==> src/rtl/disp_fifo_pkg.sv <==
package disp_fifo_pkg;

    // Source of the next pixel output word
    typedef enum logic [1:0] {
        SRC_HOLD    = 2'd0,
        SRC_FIFO    = 2'd1,
        SRC_DEFAULT = 2'd2
    } pix_src_e;

endpackage

==> src/rtl/disp_fifo_store.sv <==
module disp_fifo_store #(
    parameter int DATA_W = 16,
    parameter int DEPTH  = 16
) (
    input  logic                       clk,
    input  logic                       rst_n,
    input  logic                       wr_en,
    input  logic [DATA_W-1:0]          wr_data,
    input  logic                       rd_en,
    input  logic                       flush,
    output logic [DATA_W-1:0]          rd_data,
    output logic [$clog2(DEPTH):0]     level,
    output logic                       underrun,
    output logic                       drop,
    output logic                       wr_acc
);
    localparam int AW = $clog2(DEPTH);
    localparam int CW = AW + 1;
    localparam logic [CW-1:0] DEPTH_C = CW'(DEPTH);

    typedef struct packed {
        logic [AW-1:0] rp;
        logic [AW-1:0] wp;
        logic [CW-1:0] level;
    } store_t;

    store_t s_d, s_q;
    logic [DATA_W-1:0] mem_q [DEPTH];
    logic empty, full;

    always_comb begin
        empty    = (s_q.level == '0);
        full     = (s_q.level == DEPTH_C);
        wr_acc   = wr_en && !full;
        drop     = wr_en && full;
        underrun = rd_en && empty;
        s_d      = s_q;
        if (underrun) begin
            // keep streaming: skip the slot and drag the write side along
            s_d.rp    = s_q.rp + 1'b1;
            s_d.wp    = s_q.rp + 1'b1;
            s_d.level = '0;
        end else begin
            if (wr_acc) s_d.wp = s_q.wp + 1'b1;
            if (rd_en)  s_d.rp = s_q.rp + 1'b1;
            s_d.level = s_q.level + CW'(wr_acc) - CW'(rd_en);
        end
        if (flush) s_d = '0;
    end

    always_ff @(posedge clk) begin
        if (!rst_n) s_q <= '0;
        else        s_q <= s_d;
    end

    always_ff @(posedge clk) begin
        if (!rst_n) begin
            for (int i = 0; i < DEPTH; i++) mem_q[i] <= '0;
        end else if (wr_acc) begin
            mem_q[s_q.wp] <= wr_data;
        end
    end

    assign rd_data = mem_q[s_q.rp];
    assign level   = s_q.level;

    AST_LEVEL_BOUND: assert property (@(posedge clk) disable iff (!rst_n)
        s_q.level <= DEPTH_C);
    AST_UND_ADVANCE: assert property (@(posedge clk) disable iff (!rst_n)
        underrun && !flush |=> s_q.rp == $past(s_q.rp) + 1'b1);
    AST_UND_EMPTY: assert property (@(posedge clk) disable iff (!rst_n)
        underrun && !flush |=> s_q.level == '0);
    AST_DROP_FULL: assert property (@(posedge clk) disable iff (!rst_n)
        drop && !rd_en && !flush |=> s_q.level == DEPTH_C);

endmodule

==> src/rtl/disp_fifo_refill.sv <==
module disp_fifo_refill #(
    parameter int DEPTH = 16
) (
    input  logic                   clk,
    input  logic                   rst_n,
    input  logic                   gated,
    input  logic                   blk_dis,
    input  logic                   wr_acc,
    input  logic [$clog2(DEPTH):0] level,
    input  logic [$clog2(DEPTH):0] thresh,
    output logic                   req
);
    localparam int CW = $clog2(DEPTH) + 1;
    localparam logic [CW-1:0] DEPTH_C = CW'(DEPTH);

    typedef struct packed {
        logic          outst;
        logic [CW-1:0] cnt;
        logic          req;
    } refill_t;

    refill_t r_d, r_q;
    logic [CW-1:0] free_space;
    logic [CW-1:0] cnt_next;

    always_comb begin
        free_space = DEPTH_C - level;
        cnt_next   = r_q.cnt + CW'(wr_acc);
        r_d        = r_q;
        r_d.req    = 1'b0;
        if (r_q.outst) begin
            if (cnt_next >= thresh) begin
                r_d.outst = 1'b0;
                r_d.cnt   = '0;
            end else begin
                r_d.cnt = cnt_next;
            end
        end else if ((thresh != '0) && (free_space >= thresh)) begin
            r_d.outst = 1'b1;
            r_d.cnt   = '0;
            r_d.req   = 1'b1;
        end
        if (gated || blk_dis) r_d = '0;
    end

    always_ff @(posedge clk) begin
        if (!rst_n) r_q <= '0;
        else        r_q <= r_d;
    end

    assign req = r_q.req;

    AST_REQ_PULSE: assert property (@(posedge clk) disable iff (!rst_n)
        r_q.req |=> !r_q.req);
    AST_REQ_GATED: assert property (@(posedge clk) disable iff (!rst_n)
        gated |=> !r_q.req);
    AST_REQ_ROOM: assert property (@(posedge clk) disable iff (!rst_n)
        r_q.req |-> $past(free_space >= thresh && thresh != '0));

endmodule

==> src/rtl/disp_fifo_ctrl.sv <==
module disp_fifo_ctrl
    import disp_fifo_pkg::*;
#(
    parameter int DATA_W = 16
) (
    input  logic              clk,
    input  logic              rst_n,
    input  logic              blk_dis,
    input  logic              frame_start,
    input  logic              rd_req,
    input  logic [DATA_W-1:0] fifo_data,
    input  logic [DATA_W-1:0] default_data,
    input  logic              underrun,
    input  logic              drop,
    input  logic              und_clr,
    input  logic              ovf_clr,
    input  logic              und_ie,
    output logic              gated,
    output logic [DATA_W-1:0] pix_data,
    output logic              und_sts,
    output logic              ovf_sts,
    output logic              irq
);
    typedef struct packed {
        logic              gated;
        logic              und;
        logic              ovf;
        logic [DATA_W-1:0] pix;
    } ctrl_t;

    ctrl_t c_d, c_q;
    pix_src_e src;

    always_comb begin
        if (!rd_req)      src = SRC_HOLD;
        else if (c_q.gated) src = SRC_DEFAULT;
        else              src = SRC_FIFO;

        c_d = c_q;
        unique case (src)
            SRC_FIFO:    c_d.pix = fifo_data;
            SRC_DEFAULT: c_d.pix = default_data;
            default:     c_d.pix = c_q.pix;
        endcase

        if (blk_dis)          c_d.gated = 1'b1;
        else if (frame_start) c_d.gated = 1'b0;

        c_d.und = (c_q.und && !und_clr) || underrun;
        c_d.ovf = (c_q.ovf && !ovf_clr) || drop;
    end

    always_ff @(posedge clk) begin
        if (!rst_n) c_q <= '0;
        else        c_q <= c_d;
    end

    assign gated    = c_q.gated;
    assign pix_data = c_q.pix;
    assign und_sts  = c_q.und;
    assign ovf_sts  = c_q.ovf;
    assign irq      = c_q.und && und_ie;

    AST_UND_STICKY: assert property (@(posedge clk) disable iff (!rst_n)
        c_q.und && !und_clr |=> c_q.und);
    AST_UND_SET: assert property (@(posedge clk) disable iff (!rst_n)
        underrun |=> c_q.und);
    AST_OVF_SET: assert property (@(posedge clk) disable iff (!rst_n)
        drop |=> c_q.ovf);
    AST_RELEASE_FRAME: assert property (@(posedge clk) disable iff (!rst_n)
        c_q.gated && !frame_start |=> c_q.gated);
    AST_BLANK_DEFAULT: assert property (@(posedge clk) disable iff (!rst_n)
        c_q.gated && rd_req |=> c_q.pix == $past(default_data));
    AST_HOLD_IDLE: assert property (@(posedge clk) disable iff (!rst_n)
        !rd_req |=> $stable(c_q.pix));

endmodule

==> src/rtl/disp_fifo_top.sv <==
module disp_fifo_top #(
    parameter int DATA_W = 16,
    parameter int DEPTH  = 16
) (
    input  logic                   clk,
    input  logic                   rst_n,
    input  logic                   wr_valid,
    input  logic [DATA_W-1:0]      wr_data,
    input  logic                   frame_start,
    input  logic                   line_active,
    input  logic                   pix_rd,
    input  logic [$clog2(DEPTH):0] thresh,
    input  logic [DATA_W-1:0]      default_data,
    input  logic                   blk_dis,
    input  logic                   und_ie,
    input  logic                   und_clr,
    input  logic                   ovf_clr,
    output logic [DATA_W-1:0]      pix_data,
    output logic                   refill_req,
    output logic                   und_sts,
    output logic                   ovf_sts,
    output logic                   irq,
    output logic [$clog2(DEPTH):0] fill_level
);
    localparam int CW = $clog2(DEPTH) + 1;

    logic              gated;
    logic              rd_req;
    logic              underrun;
    logic              drop;
    logic              wr_acc;
    logic [DATA_W-1:0] fifo_data;
    logic [CW-1:0]     level;

    assign rd_req = line_active && pix_rd;

    disp_fifo_store #(.DATA_W(DATA_W), .DEPTH(DEPTH)) store_i (
        .clk      (clk),
        .rst_n    (rst_n),
        .wr_en    (wr_valid && !gated),
        .wr_data  (wr_data),
        .rd_en    (rd_req && !gated),
        .flush    (blk_dis),
        .rd_data  (fifo_data),
        .level    (level),
        .underrun (underrun),
        .drop     (drop),
        .wr_acc   (wr_acc)
    );

    disp_fifo_refill #(.DEPTH(DEPTH)) refill_i (
        .clk     (clk),
        .rst_n   (rst_n),
        .gated   (gated),
        .blk_dis (blk_dis),
        .wr_acc  (wr_acc),
        .level   (level),
        .thresh  (thresh),
        .req     (refill_req)
    );

    disp_fifo_ctrl #(.DATA_W(DATA_W)) ctrl_i (
        .clk          (clk),
        .rst_n        (rst_n),
        .blk_dis      (blk_dis),
        .frame_start  (frame_start),
        .rd_req       (rd_req),
        .fifo_data    (fifo_data),
        .default_data (default_data),
        .underrun     (underrun),
        .drop         (drop),
        .und_clr      (und_clr),
        .ovf_clr      (ovf_clr),
        .und_ie       (und_ie),
        .gated        (gated),
        .pix_data     (pix_data),
        .und_sts      (und_sts),
        .ovf_sts      (ovf_sts),
        .irq          (irq)
    );

    assign fill_level = level;

endmodule

==> config.mk <==
export PLATFORM = sky130hd
export DESIGN_NAME = disp_fifo_top
export DESIGN_NICKNAME = d
export VERILOG_FILES = /design/src/rtl/disp_fifo_pkg.sv /design/src/rtl/disp_fifo_store.sv /design/src/rtl/disp_fifo_refill.sv /design/src/rtl/disp_fifo_ctrl.sv /design/src/rtl/disp_fifo_top.sv
export SDC_FILE = /design/constraint.sdc
export NUM_CORES = 1
export LEC_CHECK = 0
export ABC_AREA = 1
export CORE_ASPECT_RATIO = 0.8
export CORE_UTILIZATION = 40
export CTS_CLUSTER_DIAMETER = 120
export CTS_CLUSTER_SIZE = 25
export DETAILED_ROUTE_END_ITERATION = 10
export PLACE_DENSITY_LB_ADDON = 0.12
export RECOVER_POWER = 100
export SETUP_SLACK_MARGIN = 0.5
export SYNTH_ARGS = -nofsm -noshare
export SYNTH_HDL_FRONTEND = slang
export SYNTH_HIERARCHICAL = 1
export SYNTH_SLANG_ARGS = --single-unit
==> constraint.sdc <==
create_clock -name clk -period 2.8 [get_ports clk]
set_input_delay 0.42 -clock clk [delete_from_list [all_inputs] [get_ports clk]]
set_output_delay 0.42 -clock clk [all_outputs]
set_load 0.05 [all_outputs]
==> impl_metrics.csv <==
group,metric,value,unit
place,port-buffer-count,71,
timing,slew_violations,0,
final_layout,seqCellArea,8560,sq um
floorplanning,die_x,217,um
pwr,pwr-share-seq,59.3,%
floorplanning,rows,62,
drt,dr_total_vias,10357,
drt,viasPerCell,4.96,
final_layout,n_antenna_cell,0,
pwr,intPower,6.37,mW
floorplanning,ioPinCount,72,
timing,setup_viol,0,
drt,dr.pass1.iters,5,
logic_synthesis,ys_warn_count,6,
final_layout,fill_cells,3533,
timing,tightest_slew,1.19,ns
grt,grt_use_total,19.4,%
drt,drc_errors,0,
logic_synthesis,syn-cell-area,14700,sq um
worst_setup_path,required,3.16,ns
clock_tree,clk_pin_slew,0.10,ns
grt,met1_usage,27.9,%
timing,min_period,2.47,ns
clock_tree,max-clock-path-buffers,3,
final_layout,nNetsFinal,1671,
pwr,p_total,8.54,mW
clock_tree,cts-root-buf,"clkbuf_16",
clock_tree,numCtsBuffers,15,
pwr,switchingPower,2.16,mW
timing,period_share,88.3,%
place,gp_congestion,0.805,
worst_setup_path,criticalPathCategory,"reg2reg",
run_status,outcome,"complete, no violations",
final_layout,layout-area-overhead-vs-synth,11.4,%
logic_synthesis,synth_cell_type_count,39,
clock_tree,htreeDepth,1,
logic_synthesis,ys_ff_latch,299,
grt,grt_pass1_wl,57.5,mm
grt,use_met3,1.93,%
pwr,combPwrFrac,12.1,%
timing,max_freq,405,MHz
floorplanning,die-area,37600,sq um
timing,fin_skew,0.0108,ns
grt,gr-usage-met2,32.0,%
floorplanning,die_y,174,um
clock_tree,holdBufCountCts,0,
worst_setup_path,path_cells,"inv_4 > ha_4 > nand3_2 > nand2_1 > inv_4 > buf_4 > nand2_8 > nor2_1 > nand2_4 > clkbuf_2 > nor2_1",
clock_tree,worstSkewPairLatency,0.51,ns
clock_tree,cts.sinks,299,
grt,grt_overflow,0,
logic_synthesis,synth_seq_area_share,58.0,%
pwr,peakVddDrop,0.295,mV
final_layout,multi_input_area,4730,sq um
logic_synthesis,syn-num-nets,1613,
timing,slew-limit-headroom,21.0,%
drt,wl,36.0,mm
timing,timing.final.hold_violations,0,
logic_synthesis,synth_area_leader_cell,"edfxtp_1",
pwr,leakage,6.73,nW
logic_synthesis,yosysTopAreaCellShare,52.1,%
place,dp_slack,-0.0772,ns
timing,fin_ws,0.329,ns
drt,drtAntennaViolNets,0,
floorplanning,start_util,40.9,%
logic_synthesis,syn_area_per_cell,9.57,sq um
pwr,power.density,520,nW/um^2
worst_setup_path,startpoint_type,"register",
place,post-dp-hpwl,24.2,mm
job,cap_violations,0,
grt,antenna_found_initial,0,
worst_setup_path,path_max_fanout,16,
grt,top_usage_layer,"met2",
grt,grt_max_degree,73,
worst_setup_path,crit_slowest_cell,"nor2_1",
drt,routedWlPerCell,17.2,um
logic_synthesis,syn_inst,1541,
worst_setup_path,ff2ff_setup_slack,0.33,ns
worst_setup_path,endpoint_kind,"register",
worst_hold_path,min_path_type,"reg2reg",
floorplanning,core,36100,sq um
final_layout,drive_gt1_share,9.89,%
worst_setup_path,crit_arrival,2.83,ns
pwr,clkPwrFrac,28.6,%
pwr,switching_share,25.3,%
timing,whs,0.496,ns
drt,first_iter_violations,668,
clock_tree,cts_tree,"built",
grt,grt_pass1_vias,10213,
timing,rsz0062_at_grt,"true",
worst_setup_path,cp_top_family,"simple AND/OR/NAND/NOR gates",
worst_setup_path,crit_buf_inv,4,
logic_synthesis,synthTopCellsByArea,"edfxtp_1 (52%), nor2_1 (7.4%), dfxtp_1 (5.8%)",
worst_setup_path,cpPeakStageDelay,0.67,ns
-- layout by cell type (no fill, tap or decap), drive strengths merged, types with 2 or more instances in the layout --
master         Yosys  final
xor2               3      3
nand4              2      2
inv              219    221
o211ai            77     77
o21bai             2      2
a21oi             66     66
xnor2              8      8
ha                24     24
nand3            130    130
clkdlybuf4s50      0     45
clkbuf            34     52
nor3               2      2
dfxtp             43     43
edfxtp           256    256
nor2             323    323
o21ai             56     56
nand2            226    226
dlygate4sd3        0     25
buf               66     42
-- sequential cells by signal (all words and copies together), names as in the netlist, named ones only --
name	flops
store_i/mem_q	256
ctrl_i/pix_data	16
store_i/s_q	8
refill_i/r_q	6
store_i/level	5
ctrl_i/gated	1
ctrl_i/ovf_sts	1
ctrl_i/und_sts	1
refill_i/req	1
-- Yosys cell counts (all sizes together) --
cell type	instances
nor2	323
edfxtp	256
o21ai	56
o21bai	2
nand3	130
clkbuf	34
buf	66
o21a	1
nor3b	1
nor3	2
a21oi	66
inv	219
nand2	226
or2	1
xnor2	8
o211ai	77
dfxtp	43
ha	24
nand4	2
fa	1
xor2	3
-- power by group through the flow --
| stage | clock network, mW | logic (mW) | registers, mW |
|---|---|---|---|
| after CTS | 2.53 | 1.07 | 5.06 |
| final | 2.44 | 1.04 | 5.06 |
| after global placement | 0 | 1.05 | 5.16 |
| after global routing | 2.65 | 1.15 | 5.09 |
| after detailed placement | 0 | 1.05 | 5.17 |
| after floorplan | 0 | 0.640 | 5.21 |
-- per-layer routing --
metal	vias to the layer above	part of all wire, %
met4	0	1.8
met3	35	2.8
met1	5039	48
met2	137	47
li1	5146	-
met5	-	0
-- worst paths after layout --
path	depth (start not counted)	startpoint	end
setup / recovery	11	store_i/level[3]$_SDFF_PP0_	store_i/mem_q[2][13]$_SDFFCE_PN0P_
hold reg to reg	2	ctrl_i/ovf_sts$_SDFF_PN0_	ctrl_i/ovf_sts$_SDFF_PN0_
setup reg to reg	11	store_i/level[3]$_SDFF_PP0_	store_i/mem_q[2][13]$_SDFFCE_PN0P_
hold / removal	2	ctrl_i/ovf_sts$_SDFF_PN0_	ctrl_i/ovf_sts$_SDFF_PN0_
-- layout make-up --
type / count / area share, %
Clock inverter: 2 / 0.0762
Inverter: 219 / 5.09
Timing Repair Buffer: 141 / 7.78
Tap cell: 480 / 3.66
Sequential cell: 299 / 52.1
Clock buffer: 24 / 2.49
Multi-Input combinational cell: 923 / 28.8
-- stage by stage --
| step | utilization [%] | area (sq um) | TNS, ns | instances |
|---|---|---|---|---|
| 4_1_cts | 45.9 | 16600 | 0 | 2084 |
| 2_1_floorplan | - | 14800 | 0 | 1541 |
| 6_report | 45.5 | 16400 | 0 | 2088 |
| 5_1_grt | 45.5 | 16400 | 0 | 2088 |
| 3_3_place_gp | 44.6 | 16100 | -0.306 | 2053 |
| 3_5_place_dp | 44.6 | 16100 | -0.240 | 2053 |
-- cells by family (layout without fill, tap and decap cells) --
kind of cell             Yosys count  in the layout  share of synthesized area (%)
adder cells (fa/ha/maj)           25             25                           2.17
AO/OA/AOI/OAI                    202            202                           8.29
flip-flops                       299            299                           58.0
buffers and inverters            319            386                           10.0
AND/OR/NAND/NOR                  685            685                           20.9
XOR/XNOR                          11             11                          0.704
-- worst min-delay path, delay by kind of cell, from the launching register on --
kind            cells  cell delay, ns
flops               1            0.33
simple gates        1            0.07
compound gates      1            0.06
-- what timing repair did --
item	4_1_cts	5_1_grt
endpoints found under the setup margin	7	7
buffers inserted	5	4
pin swaps	5	6
gates resized for setup	8	15
(Power assumes the default switching activity.)
